File: config.mk
export PLATFORM = sky130hd
export DESIGN_NAME = fdr_top
export DESIGN_NICKNAME = d
export VERILOG_FILES = /design/src/rtl/fdr_pkg.sv /design/src/rtl/fdr_tick_gen.sv /design/src/rtl/fdr_deser.sv /design/src/rtl/fdr_out_reg.sv /design/src/rtl/fdr_top.sv
export SDC_FILE = /design/constraint.sdc
export NUM_CORES = 1
export LEC_CHECK = 0
export ABC_AREA = 0
export BUFFER_PORTS_ARGS = -buffer_cell sky130_fd_sc_hd__buf_2
export CAP_MARGIN = 20
export CORE_MARGIN = 4
export CORE_UTILIZATION = 52
export CTS_CLUSTER_DIAMETER = 50
export DETAILED_ROUTE_END_ITERATION = 10
export HOLD_SLACK_MARGIN = 0.12
export PLACE_DENSITY = 0.74
export SLEW_MARGIN = 20
export SYNTH_ARGS = -nofsm -noshare
export SYNTH_HDL_FRONTEND = slang
export SYNTH_SLANG_ARGS = --single-unit
File: constraint.sdc
create_clock -name clk -period 1.6 [get_ports clk]
set_input_delay 0.24 -clock clk [delete_from_list [all_inputs] [get_ports clk]]
set_output_delay 0.24 -clock clk [all_outputs]
set_load 0.02 [all_outputs]
File: src/rtl/fdr_pkg.sv
package fdr_pkg;

    // Mode word as written by the host: bit 2 fast, bit 1 async, bit 0 latch
    typedef struct packed {
        logic fast;
        logic async_en;
        logic latch_en;
    } fdr_mode_t;

    // How the output register treats completed bytes and host reads
    typedef enum logic [1:0] {
        POL_SYNC  = 2'd0,
        POL_LATCH = 2'd1,
        POL_PORT  = 2'd2
    } fdr_policy_t;

    function automatic fdr_policy_t policy_of(input fdr_mode_t m);
        if (!m.async_en)
            return POL_SYNC;
        else if (m.latch_en)
            return POL_LATCH;
        else
            return POL_PORT;
    endfunction

endpackage

File: src/rtl/fdr_tick_gen.sv
module fdr_tick_gen (
    input  logic clk,
    input  logic rst,
    input  logic fast,
    input  logic resync,
    output logic tick
);
    logic phase_q;

    // Half-rate phase restarts on every pulse so the cell timing is deterministic
    always_ff @(posedge clk) begin
        if (rst || resync)
            phase_q <= 1'b0;
        else
            phase_q <= ~phase_q;
    end

    assign tick = fast | phase_q;

endmodule

File: src/rtl/fdr_deser.sv
module fdr_deser #(
    parameter int unsigned CELL_TICKS = 4,
    parameter int unsigned BYTE_W     = 8
) (
    input  logic              clk,
    input  logic              rst,
    input  logic              tick,
    input  logic              rd_pulse,
    output logic              byte_vld,
    output logic [BYTE_W-1:0] byte_q
);
    localparam int unsigned CW = (CELL_TICKS > 1) ? $clog2(CELL_TICKS) : 1;
    localparam logic [CW-1:0] CELL_LAST = CW'(CELL_TICKS - 1);

    logic [CW-1:0]     cell_cnt;
    logic [BYTE_W-1:0] shreg;
    logic [BYTE_W-1:0] shreg_nxt;
    logic              expire;
    logic              bit_en;

    assign expire    = tick && (cell_cnt == CELL_LAST);
    assign bit_en    = rd_pulse || expire;
    assign shreg_nxt = {shreg[BYTE_W-2:0], rd_pulse};

    always_ff @(posedge clk) begin
        if (rst) begin
            cell_cnt <= '0;
            shreg    <= '0;
            byte_q   <= '0;
            byte_vld <= 1'b0;
        end else begin
            byte_vld <= 1'b0;
            if (rd_pulse || expire)
                cell_cnt <= '0;
            else if (tick)
                cell_cnt <= cell_cnt + 1'b1;

            if (bit_en) begin
                if (shreg_nxt[BYTE_W-1]) begin
                    byte_q   <= shreg_nxt;
                    byte_vld <= 1'b1;
                    shreg    <= '0;
                end else begin
                    shreg <= shreg_nxt;
                end
            end
        end
    end

endmodule

File: src/rtl/fdr_out_reg.sv
module fdr_out_reg
    import fdr_pkg::*;
#(
    parameter int unsigned BYTE_W      = 8,
    parameter int unsigned MSB_LOW_MIN = 6,
    parameter int unsigned PORT_HOLD   = 8
) (
    input  logic              clk,
    input  logic              rst,
    input  fdr_policy_t       policy,
    input  logic              dev_n,
    input  logic              byte_vld,
    input  logic [BYTE_W-1:0] byte_q,
    output logic [BYTE_W-1:0] data_out
);
    localparam int unsigned LW = $clog2(MSB_LOW_MIN + 1);
    localparam int unsigned HW = (PORT_HOLD > 1) ? $clog2(PORT_HOLD) : 1;
    localparam logic [LW-1:0] LOW_SAT   = LW'(MSB_LOW_MIN);
    localparam logic [LW-1:0] GAP_REQ   = LW'(MSB_LOW_MIN - 1);
    localparam logic [HW-1:0] HOLD_LAST = HW'(PORT_HOLD - 1);

    logic [BYTE_W-1:0] dreg;
    logic [BYTE_W-1:0] pend_q;
    logic              pend_vld;
    logic [LW-1:0]     low_cnt;
    logic [HW-1:0]     hold_cnt;
    logic              read_seen;

    logic              msb;
    logic              have;
    logic [BYTE_W-1:0] src;
    logic              ld;
    logic              clr;

    assign msb  = dreg[BYTE_W-1];
    assign have = byte_vld || pend_vld;
    assign src  = byte_vld ? byte_q : pend_q;

    always_comb begin
        ld  = 1'b0;
        clr = 1'b0;
        unique case (policy)
            POL_SYNC: begin
                ld = byte_vld;
            end
            POL_LATCH: begin
                ld  = have && !msb;
                clr = msb && dev_n && read_seen;
            end
            POL_PORT: begin
                ld  = have && !msb && (low_cnt >= GAP_REQ);
                clr = msb && !dev_n && (hold_cnt == HOLD_LAST);
            end
            default: begin
                ld  = 1'b0;
                clr = 1'b0;
            end
        endcase
    end

    always_ff @(posedge clk) begin
        if (rst) begin
            dreg      <= '0;
            pend_q    <= '0;
            pend_vld  <= 1'b0;
            low_cnt   <= '0;
            hold_cnt  <= '0;
            read_seen <= 1'b0;
        end else begin
            if (ld)
                dreg <= src;
            else if (clr)
                dreg <= '0;

            // One waiting byte, only while the low-time guard is active
            if (policy == POL_PORT && have && !ld) begin
                pend_vld <= 1'b1;
                pend_q   <= src;
            end else begin
                pend_vld <= 1'b0;
            end

            if (msb)
                low_cnt <= '0;
            else if (low_cnt != LOW_SAT)
                low_cnt <= low_cnt + 1'b1;

            if (ld || clr || !msb || dev_n)
                hold_cnt <= '0;
            else
                hold_cnt <= hold_cnt + 1'b1;

            if (ld || clr)
                read_seen <= 1'b0;
            else if (msb && !dev_n)
                read_seen <= 1'b1;
        end
    end

    assign data_out = dreg;

endmodule

File: src/rtl/fdr_top.sv
module fdr_top
    import fdr_pkg::*;
#(
    parameter int unsigned CELL_TICKS  = 4,
    parameter int unsigned BYTE_W      = 8,
    parameter int unsigned MSB_LOW_MIN = 6,
    parameter int unsigned PORT_HOLD   = 8
) (
    input  logic              clk,
    input  logic              rst,
    input  logic              mode_we,
    input  logic [2:0]        mode_din,
    input  logic              rd_pulse,
    input  logic              dev_n,
    output logic [BYTE_W-1:0] data_out
);
    fdr_mode_t         mode_q;
    fdr_policy_t       policy_w;
    logic              tick_w;
    logic              byte_vld_w;
    logic [BYTE_W-1:0] byte_w;

    always_ff @(posedge clk) begin
        if (rst)
            mode_q <= '0;
        else if (mode_we)
            mode_q <= fdr_mode_t'(mode_din);
    end

    assign policy_w = policy_of(mode_q);

    fdr_tick_gen tick_i (
        .clk    (clk),
        .rst    (rst),
        .fast   (mode_q.fast),
        .resync (rd_pulse),
        .tick   (tick_w)
    );

    fdr_deser #(
        .CELL_TICKS (CELL_TICKS),
        .BYTE_W     (BYTE_W)
    ) deser_i (
        .clk      (clk),
        .rst      (rst),
        .tick     (tick_w),
        .rd_pulse (rd_pulse),
        .byte_vld (byte_vld_w),
        .byte_q   (byte_w)
    );

    fdr_out_reg #(
        .BYTE_W      (BYTE_W),
        .MSB_LOW_MIN (MSB_LOW_MIN),
        .PORT_HOLD   (PORT_HOLD)
    ) oreg_i (
        .clk      (clk),
        .rst      (rst),
        .policy   (policy_w),
        .dev_n    (dev_n),
        .byte_vld (byte_vld_w),
        .byte_q   (byte_w),
        .data_out (data_out)
    );

endmodule

==> results.md, run 1 <==
* Status: finished clean
* Initial antenna violation count at 0
* Post-route cell area at 2132 µm²
* Final core occ at 0.6290
* Global-route wire length before repair at 6051 µm
* Worst path max stage delay at 0.36 ns
* Syn Area/Cell at 10.37 µm²
* ANT cells at 0
* Clock skew at 0.006072 ns
* Hold Crit Class: in2reg
* Fmax at 645.2 MHz
* Post-Layout Cell Count at 253
* Flop pwr share at 0.640
* CP arrival at 1.81 ns
* Crit path buffers/inverters at 2
* Core box area at 3390 µm²
* Slew margin rel. at 0.6516
* DR pass1 iterations at 4
* Sw Pwr at 0.4539 mW
* Endpoint type of the worst setup path: flip-flop
* GPL Wtd Cong at 0.7704
* Max clock buf depth at 2
* Period utilisation layout at 0.9688
* Most common cell after layout, fill and taps aside: dfxtp_1
* Share of cells above drive strength 1 at 0.2367
* Worst path slowest cell: dfxtp_1
* Post-CTS Repair Setup Buffers at 0
* I/O Buffers at 15
* Num CTS Buffers at 5
* Crit Reg-Reg Endpoint: oreg_i.data_out[1]
* Placed Cells at 241
* LEAKAGE at 0.9320 nW
* Final #Nets at 220
* Largest net degree at the start of global routing at 15
* WL final at 3584 µm
* Seq/Total Area, Yosys at 0.4990
* Critical-path cell list: inv_1 -> ha_1 -> o31ai_4 -> a221o_1 -> buf_6 -> nor3_2 -> a31o_1
* Pre-CTS setup slack at 0.01835 ns
* TNS Setup at 0 ns
* Power Density at 867.4 nW/µm²
* Worst hold slack at 0.1884 ns
* Yosys reg bits at 46
* I/O Pins at 16
* Detail Route Antenna Nets at 0
* Final Hold Fails at 0
* Crit path max-delay family: compound AO/OA/AOI/OAI gates
* Die Span Y at 67.58 µm
* Sw Share at 0.2454
* HP Start: mode_we
* Netlist cell types at 38
* Die area at 4566 µm²
* R2R depth at 7
* Syn_nets at 192
* Final HPWL DP at 2614 µm
* FF-to-FF setup slack at 0.05 ns
* FP Rows at 21
* Placed cell areas at 2004 µm²
* Max FO, Critical Path at 10
* Comb pwr share at 0.071
* RSZ-0062 raised after global routing: true
* Die X at 67.58 µm
* Root Driver: clkbuf_4
* Commonest non-fill, non-tap cells in the layout: 46 x dfxtp_1, 15 x nor2_1, 15 x buf_2
* Post-synth EDFFs at 0
* # setup viols final at 0
* Initial Utilization at 0.5445
* Ys async rst share at 0
* Vias at 1382
* Post-Syn Instances at 178
* H-tree levels at 2
* Global Route Usage Sum at 0.1770
* CTS tree: built
* Worst Path Required at 1.86 ns
* Max Cap Violations at 0
* Min-Delay Endpoint: mode_q[2]
* Setup slack after layout at 0.04998 ns
* Clk sink count at 46
* Worst-Skew Late Latency at 0.35 ns
* Pint at 1.395 mW
* Ys Warns at 0
* Number of global-route vias before repair at 1365
* FF-to-FF Start: oreg_i.low_cnt[1]
* Fin. max-slew vios at 0
* Drc violations at 0
* Slew @ Worst Pin at 0.5185 ns
* Filler cells at 288
* Post-synth top flop: dfxtp_1
* Final Power at 1.849 mW
* Synth-to-layout area growth at 15.53%
* Period minus WS final at 1.550 ns
* Worst IR Drop VDD at 602.6 µV
* Hold Path Cell Cnt at 3
* First DRT Iteration DRCs at 37
* Post-Synthesis Cell Area at 1846 µm²
* Clock share of power at 0.289
* Aggregate global routing overflow at 0
* Vias per std cell at 5.462
* Critical Path Start Type: flip-flop
* Type of the worst setup path: reg2reg
* Clk slew on worst S/H paths at 0.12 ns
* WL/cell at 14.17 µm
cells in the mapped netlist (2+ instances only):
cell type   n  share of area
o21ai_0     4          0.011
buf_2       3         0.0081
o21a_1      2         0.0081
nand3b_1    2         0.0081
and3_1      5          0.017
and2_1      3          0.010
nor3_1      6          0.016
dfxtp_1    46           0.50
o211ai_2    2          0.014
nand3_1     6          0.016
xnor2_1     2         0.0095
nor3_2      2          0.011
nor2_1     15          0.031
mux2i_1    11          0.060
clkbuf_1    2         0.0041
a31o_1      2         0.0095
a21oi_1     8          0.022
mux2_2      6          0.037
a22o_1     13          0.062
nand2_1    13          0.026
ha_1        6          0.041
inv_1       3         0.0061
cells by family after synthesis:
| group | after synthesis | share of synthesized area |
|---|---|---|
| and+or+nand+nor | 58 | 0.1593 |
| DFF | 46 | 0.4990 |
| AOI/OAI and AO/OA | 39 | 0.1668 |
| adders and majority gates | 6 | 0.04068 |
| buffers and inverters | 10 | 0.02847 |
| muxes | 17 | 0.09627 |
| xor gates and xnor gates | 2 | 0.009493 |
worst max-delay path by stage:
stage / startpoint / end / slack, ns / depth (start not counted)
2_1_floorplan: oreg_i.low_cnt[1] / oreg_i.data_out[1] / 0.01 / 7
3_3_place_gp: oreg_i.low_cnt[1] / oreg_i.data_out[1] / 0.03 / 7
5_1_grt: oreg_i.low_cnt[1] / oreg_i.data_out[1] / -0.05 / 7
4_1_cts: deser_i.cell_cnt[0] / deser_i.byte_q[5] / 0.005 / 5
6_report: oreg_i.low_cnt[1] / oreg_i.data_out[1] / 0.05 / 7
3_5_place_dp: deser_i.cell_cnt[0] / deser_i.byte_q[5] / 0.02 / 5
worst reg2reg max path: stages (launching register included):
cell,delay (ns)
dfxtp_1,0.36
inv_1,0.05
ha_1,0.22
o31ai_4,0.23
a221o_1,0.23
buf_6,0.15
nor3_2,0.05
a31o_1,0.18
registers in the layout, indices dropped and copies added (netlist names):
name	count
deser_i.byte_q	8
oreg_i.data_out	8
oreg_i.pend_q	8
deser_i.shreg	7
mode_q	3
oreg_i.hold_cnt	3
oreg_i.low_cnt	3
deser_i.cell_cnt	2
deser_i.byte_vld	1
oreg_i.pend_vld	1
oreg_i.read_seen	1
tick_i.phase_q	1
layout make-up:
type	count	area, µm²	area share
sequential	46	920.9	0.4319
multi-input combinational	122	900.9	0.4225
timing repair buffer	28	186.4	0.08744
tap	46	57.56	0.02700
clock buffer	6	41.29	0.01937
clock inverter	2	13.76	0.006455
inverter	3	11.26	0.005282
what timing repair did:
action / in CTS / in global routing
hold buffers: 3 / 1
endpoints found under the hold margin: 3 / 1
resized for setup: 1 / 6
setup endpoints to repair: 2 / 19
routing by layer:
metal,global-route usage,up-vias,share of wire
met5,0,-,0
met3,0.03993,7,0.021
li1,-,697,-
met4,0.08861,0,0.020
met2,0.2940,15,0.49
met1,0.2131,663,0.46
power by group through the flow:
stage	combinational [mW]	clock [mW]	sequential [mW]
floorplan	0.0665	0	1.21
global placement	0.107	0	1.21
detailed placement	0.113	0	1.21
CTS	0.121	0.549	1.18
global route	0.146	0.607	1.19
finish	0.131	0.534	1.18
Power figures use the tool's default switching activity.
==> run 2: changes to the inputs <==
CORE_ASPECT_RATIO = 1.25   (was default)
CTS_CLUSTER_SIZE = 14   (was default)
clock period = 1.42 ns   (was 1.6 ns; I/O delays follow)
==> run 2 against run 1 <==
  * The run now ends with setup timing left
  * Utilization grew 8.5 points
  * Via count grew 2.0%
  * Worst hold slack lost 0.027 ns
  * Total power is 34% higher
  * Flip-flop and latch count unchanged
  * Non-clock buffer count rose by 9
  * Wire length is 0.64% higher
  * Critical path type unchanged
  * Critical endpoint unchanged
==> results.md, run 2 (synthesis results as in run 1) <==
* Slew margin rel. at 0.7775 (was 0.6516)
* Period minus WS final at 1.488 ns (was 1.550 ns)
* Clk slew on worst S/H paths at 0.08 ns (was 0.12 ns)
* Global Route Usage Sum at 0.1816 (was 0.1770)
* Worst Path Required at 1.62 ns (was 1.86 ns)
* Initial antenna violation count at 0 (unchanged)
* Max FO, Critical Path at 5 (was 10)
* Die Span Y at 74.61 µm (was 67.58 µm)
* I/O Buffers at 15 (unchanged)
* CP arrival at 1.68 ns (was 1.81 ns)
* Pre-CTS setup slack at -0.09280 ns (was 0.01835 ns)
* Filler cells at 252 (was 288)
* Critical-path cell list: buf_12 -> o31ai_4 -> a221o_1 -> buf_6 -> nor3_2 -> a31o_1 (was inv_1 -> ha_1 -> o31ai_4 -> a221o_1 -> buf_6 -> nor3_2 -> a31o_1)
* Slew @ Worst Pin at 0.3322 ns (was 0.5185 ns)
* Hold Path Cell Cnt at 3 (unchanged)
* Largest net degree at the start of global routing at 16 (was 15)
* First DRT Iteration DRCs at 66 (was 37)
* Hold Crit Class: in2reg (unchanged)
* Max clock buf depth at 2 (unchanged)
* R2R depth at 6 (was 7)
* Final Hold Fails at 0 (unchanged)
* RSZ-0062 raised after global routing: true (unchanged)
* Root Driver: clkbuf_8 (was clkbuf_4)
* Failing checks: setup timing
* Final core occ at 0.7138 (was 0.6290)
* Number of global-route vias before repair at 1385 (was 1365)
* Global-route wire length before repair at 6175 µm (was 6051 µm)
* Crit Reg-Reg Endpoint: oreg_i.data_out[1] (unchanged)
* LEAKAGE at 1.009 nW (was 0.9320 nW)
* Post-route cell area at 2362 µm² (was 2132 µm²)
* Die area at 4572 µm² (was 4566 µm²)
* Aggregate global routing overflow at 0 (unchanged)
* Fmax at 672.2 MHz (was 645.2 MHz)
* Final #Nets at 229 (was 220)
* Commonest non-fill, non-tap cells in the layout: 42 x dfxtp_1, 19 x buf_4, 15 x buf_2 (was 46 x dfxtp_1, 15 x nor2_1, 15 x buf_2)
* Final HPWL DP at 2768 µm (was 2614 µm)
* Crit path to: oreg_i.data_out[1] (unchanged)
* FF-to-FF Start: oreg_i.low_cnt[0] (was oreg_i.low_cnt[1])
* CTS tree: built (unchanged)
* ANT cells at 0 (unchanged)
* Max Cap Violations at 0 (unchanged)
* Clk sink count at 46 (unchanged)
* Critical Path Start Type: flip-flop (unchanged)
* Vias per std cell at 5.569 (was 5.462)
* Vias at 1409 (was 1382)
* Period utilisation layout at 1.048 (was 0.9688)
* Drc violations at 0 (unchanged)
* Detail Route Antenna Nets at 0 (unchanged)
* Type of the worst setup path: reg2reg (unchanged)
* Initial Utilization at 0.5577 (was 0.5445)
* Worst path max stage delay at 0.37 ns (was 0.36 ns)
* WL/cell at 14.26 µm (was 14.17 µm)
* Synth-to-layout area growth at 28.00% (was 15.53%)
* Core box area at 3309 µm² (was 3390 µm²)
* Endpoint type of the worst setup path: flip-flop (unchanged)
* WL final at 3607 µm (was 3584 µm)
* Num CTS Buffers at 5 (unchanged)
* Worst-Skew Late Latency at 0.30 ns (was 0.35 ns)
* FP Rows at 23 (was 21)
* H-tree levels at 2 (unchanged)
* Die X at 61.29 µm (was 67.58 µm)
* Final Power at 2.481 mW (was 1.849 mW)
* GPL Wtd Cong at 0.7305 (was 0.7704)
* TNS Setup at -0.6295 ns (was 0 ns)
* Worst IR Drop VDD at 949.7 µV (was 602.6 µV)
* Worst path slowest cell: dfxtp_4 (was dfxtp_1)
* Placed cell areas at 2138 µm² (was 2004 µm²)
* Power Density at 1050 nW/µm² (was 867.4 nW/µm²)
* Setup slack after layout at -0.06776 ns (was 0.04998 ns)
* Post-CTS Hold Fix Bufs at 0 (was 3)
* I/O Pins at 16 (unchanged)
* Status: complete, but fails checks (was finished clean)
* Crit path launch: oreg_i.low_cnt[0] (was oreg_i.low_cnt[1])
* # setup viols final at 19 (was 0)
* Clock skew at 0.004245 ns (was 0.006072 ns)
* Share of cells above drive strength 1 at 0.3843 (was 0.2367)
* Fin. max-slew vios at 0 (unchanged)
* Most common cell after layout, fill and taps aside: dfxtp_1 (unchanged)
* FF-to-FF setup slack at -0.07 ns (was 0.05 ns)
* DR pass1 iterations at 4 (unchanged)
## run 2: power breakdown
| part | switching [mW] | total [mW] | internal [mW] |
|---|---|---|---|
| clock | 0.432 | 0.957 | 0.524 |
| combinational | 0.0971 | 0.191 | 0.0935 |
| sequential | 0.0217 | 1.33 | 1.31 |
## run 2: through the flow
stage          std cells  hold slack [ns]
4_1_cts              252           0.1522
6_report             253           0.1612
5_1_grt              253           0.1790
2_1_floorplan        178           0.2923
3_3_place_gp         243           0.4435
3_5_place_dp         243           0.4557
## run 2: worst min-delay path by stage
| stage | start | end |
|---|---|---|
| 6_report | mode_din[2] | mode_q[2] |
| 5_1_grt | mode_din[0] | mode_q[0] |
| 4_1_cts | mode_din[1] | mode_q[1] |
| 3_5_place_dp | oreg_i.pend_q[3] | oreg_i.pend_q[3] |
| 3_3_place_gp | oreg_i.read_seen | oreg_i.read_seen |
| 2_1_floorplan | rd_pulse | tick_i.phase_q |
## run 2: per-layer routing
metal | routed length [µm] | GRT usage | vias to the layer above
met1 | 1531 | 0.2047 | 673
met4 | 70 | 0.07952 | 0
met5 | 0 | 0 | -
met2 | 1903 | 0.3082 | 14
met3 | 101 | 0.05729 | 7
li1 | - | - | 715
## run 2: area by class of cell
class                           count  area [µm²]  area share
Tap cell                           37       46.29     0.01960
Sequential cell                    46       930.9      0.3941
Timing Repair Buffer               37       260.3      0.1102
Clock buffer                        5       68.82     0.02913
Clock inverter                      3       43.79     0.01854
Inverter                            3       11.26    0.004767
Multi-Input combinational cell    122        1001      0.4237
## run 2: worst max-delay path, delay by kind of cell (launching register included)
| family | cells | cell delay, ns |
|---|---|---|
| compound gates | 3 | 0.71 |
| flops | 1 | 0.37 |
| buf+inv | 2 | 0.27 |
| simple gates | 1 | 0.04 |
## run 2: repair_timing
action	in CTS	in global routing
resized for setup	8	14
pin swaps	4	8
setup endpoints to repair	25	35
setup buffers	1	1
==> run 3: changes to the inputs <==
CORE_MARGIN = default   (was 4)
==> run 3 against run 2 <==
  * Sequential share of layout area down 0.34 points
  * The flow still finishes with violations (setup timing)
  * Combinational power up 4%
  * Largest power group unchanged
  * Wire length up 9.0%
  * Final area up 0.74%
  * Global-route usage up 4.4 points
  * Critical path type unchanged
  * Non-clock buffer count up 1
  * Clock power down 12%
==> results.md, run 3 (synthesis results as in run 1) <==
* Status: complete, but fails checks (unchanged)
* Failing checks: setup timing (unchanged)
* Max Cap Violations at 0 (unchanged)
* Largest net degree at the start of global routing at 18 (was 16)
* GPL Wtd Cong at 0.7689 (was 0.7305)
* Die area at 3793 µm² (was 4572 µm²)
* First DRT Iteration DRCs at 60 (was 66)
* I/O Buffers at 15 (unchanged)
* Root Driver: clkbuf_8 (unchanged)
* Worst path slowest cell: dfxtp_4 (unchanged)
* Clock share of power at 0.354 (was 0.386)
* Post-Layout Cell Count at 254 (was 253)
* Global Route Usage Sum at 0.2259 (was 0.1816)
* Share of cells above drive strength 1 at 0.4101 (was 0.3843)
* Sw Pwr at 0.6072 mW (was 0.5510 mW)
* Period minus WS final at 1.538 ns (was 1.488 ns)
* Fin. max-slew vios at 0 (unchanged)
* Global-route wire length before repair at 6527 µm (was 6175 µm)
* Die X at 55.29 µm (was 61.29 µm)
* CP arrival at 1.75 ns (was 1.68 ns)
* Number of global-route vias before repair at 1457 (was 1385)
* LEAKAGE at 1.008 nW (was 1.009 nW)
* Final #Nets at 230 (was 229)
* Power Density at 1001 nW/µm² (was 1050 nW/µm²)
* Drc violations at 0 (unchanged)
* H-tree levels at 2 (unchanged)
* Hold Crit Class: in2reg (unchanged)
* WL final at 3933 µm (was 3607 µm)
* ANT cells at 0 (unchanged)
* Worst Path Required at 1.63 ns (was 1.62 ns)
* Synth-to-layout area growth at 28.95% (was 28.00%)
* GR met1 Demand/Resource at 0.2283 (was 0.2047)
* Filler cells at 243 (was 252)
* Max clock buf depth at 2 (unchanged)
* Most used routing layer: met2 (unchanged)
* Die Span Y at 68.61 µm (was 74.61 µm)
* Final HPWL DP at 2779 µm (was 2768 µm)
* Final Hold Fails at 0 (unchanged)
* Core box area at 3309 µm² (unchanged)
* Period utilisation layout at 1.083 (was 1.048)
* Critical Path Start Type: flip-flop (unchanged)
* Worst IR Drop VDD at 969.4 µV (was 949.7 µV)
* Worst hold slack at 0.1405 ns (was 0.1612 ns)
* Met2 Usage GRT at 0.4473 (was 0.3082)
* Vias per std cell at 5.661 (was 5.569)
* Final Power at 2.383 mW (was 2.481 mW)
* Clock skew at 0.007633 ns (was 0.004245 ns)
* RSZ-0062 raised after global routing: true (unchanged)
* FP Rows at 23 (unchanged)
* Critical-path cell list: inv_2 -> ha_4 -> o31ai_4 -> a221o_1 -> buf_6 -> nor3_2 -> a31o_1 (was buf_12 -> o31ai_4 -> a221o_1 -> buf_6 -> nor3_2 -> a31o_1)
* Type of the worst setup path: reg2reg (unchanged)
* I/O Pins at 16 (unchanged)
* Aggregate global routing overflow at 0 (unchanged)
* Placed Cells at 245 (was 243)
* Flop pwr share at 0.562 (was 0.538)
* Pre-CTS setup slack at -0.1233 ns (was -0.09280 ns)
* Vias at 1438 (was 1409)
* Fmax at 650.4 MHz (was 672.2 MHz)
* CTS tree: built (unchanged)
* Detail Route Antenna Nets at 0 (unchanged)
* Comb pwr share at 0.084 (was 0.077)
* Worst-Skew Late Latency at 0.31 ns (was 0.30 ns)
* Sw Share at 0.2548 (was 0.2221)
* Initial antenna violation count at 0 (unchanged)
* Endpoint type of the worst setup path: flip-flop (unchanged)
* Slew @ Worst Pin at 0.3248 ns (was 0.3322 ns)
* WL/cell at 15.48 µm (was 14.26 µm)
* R2R depth at 7 (was 6)
* Num CTS Buffers at 5 (unchanged)
* Setup slack after layout at -0.1176 ns (was -0.06776 ns)
* # setup viols final at 13 (was 19)
* DR pass1 iterations at 4 (unchanged)
* Most common cell after layout, fill and taps aside: dfxtp_1 (unchanged)
* Initial Utilization at 0.5577 (unchanged)
* Pint at 1.776 mW (was 1.930 mW)
* Post-CTS Hold Fix Bufs at 0 (unchanged)
* Commonest non-fill, non-tap cells in the layout: 41 x dfxtp_1, 20 x buf_4, 15 x nor2_1, 15 x buf_2, 13 x a22o_1 (was 42 x dfxtp_1, 19 x buf_4, 15 x buf_2)
* Max FO, Critical Path at 4 (was 5)
* Worst path max stage delay at 0.37 ns (about the same)
* Final core occ at 0.7191 (was 0.7138)
* Slew margin rel. at 0.7824 (was 0.7775)
* Hold Path Cell Cnt at 3 (unchanged)
* Clk sink count at 46 (unchanged)
* Clk slew on worst S/H paths at 0.09 ns (was 0.08 ns)
* Met3 Use GR at 0.05784 (was 0.05729)
-- run 3: per-layer routing --
| layer | vias up | share of wire |
|---|---|---|
| li1 | 715 | - |
| met1 | 691 | 0.41 |
| met2 | 25 | 0.54 |
| met3 | 7 | 0.033 |
| met4 | 0 | 0.018 |
| met5 | - | 0 |
-- run 3: worst paths after layout --
check / start / to / slack (ns)
max: oreg_i.low_cnt[1] / oreg_i.data_out[1] / -0.12
min: mode_din[0] / mode_q[0] / 0.14
max reg2reg: oreg_i.low_cnt[1] / oreg_i.data_out[1] / -0.12
min reg2reg: oreg_i.pend_q[3] / oreg_i.pend_q[3] / 0.46
-- run 3: worst max-delay path, delay by kind of cell (launching register included) --
| kind | cells | cell delay [ns] |
|---|---|---|
| compound gates | 3 | 0.67 |
| flops | 1 | 0.37 |
| buf+inv | 2 | 0.19 |
| fa+ha+maj | 1 | 0.16 |
| simple gates | 1 | 0.04 |
-- run 3: power groups by stage --
stage / logic (mW) / clock network (mW) / registers [mW]
after floorplan: 0.0837 / 0 / 1.37
after global routing: 0.217 / 0.901 / 1.34
after CTS: 0.178 / 0.857 / 1.34
final: 0.199 / 0.844 / 1.34
after detailed placement: 0.167 / 0 / 1.37
after global placement: 0.157 / 0 / 1.36
-- run 3: cell type report --
cell class | instances | area [µm²] | area share
multi-input cells | 122 | 1039 | 0.4364
flip-flops and latches | 46 | 929.6 | 0.3906
repair buffers | 38 | 259.0 | 0.1088
clock buffers | 5 | 68.82 | 0.02892
well taps | 37 | 46.29 | 0.01945
clock inverters | 3 | 26.28 | 0.01104
inverters | 3 | 11.26 | 0.004732
-- run 3: per-stage QoR --
stage               TNS, ns  instance area (µm²)
finish               -1.030                 2380
global route         -2.702                 2380
CTS                 -0.5861                 2293
detailed placement   -1.378                 2141
global placement    -0.1433                 2141
floorplan           -0.1628                 1899
-- run 3: repair_timing --
item,CTS,global route
endpoints found under the setup margin,28,34
setup buffers,0,1
pin swaps,7,10
resized for setup,12,17
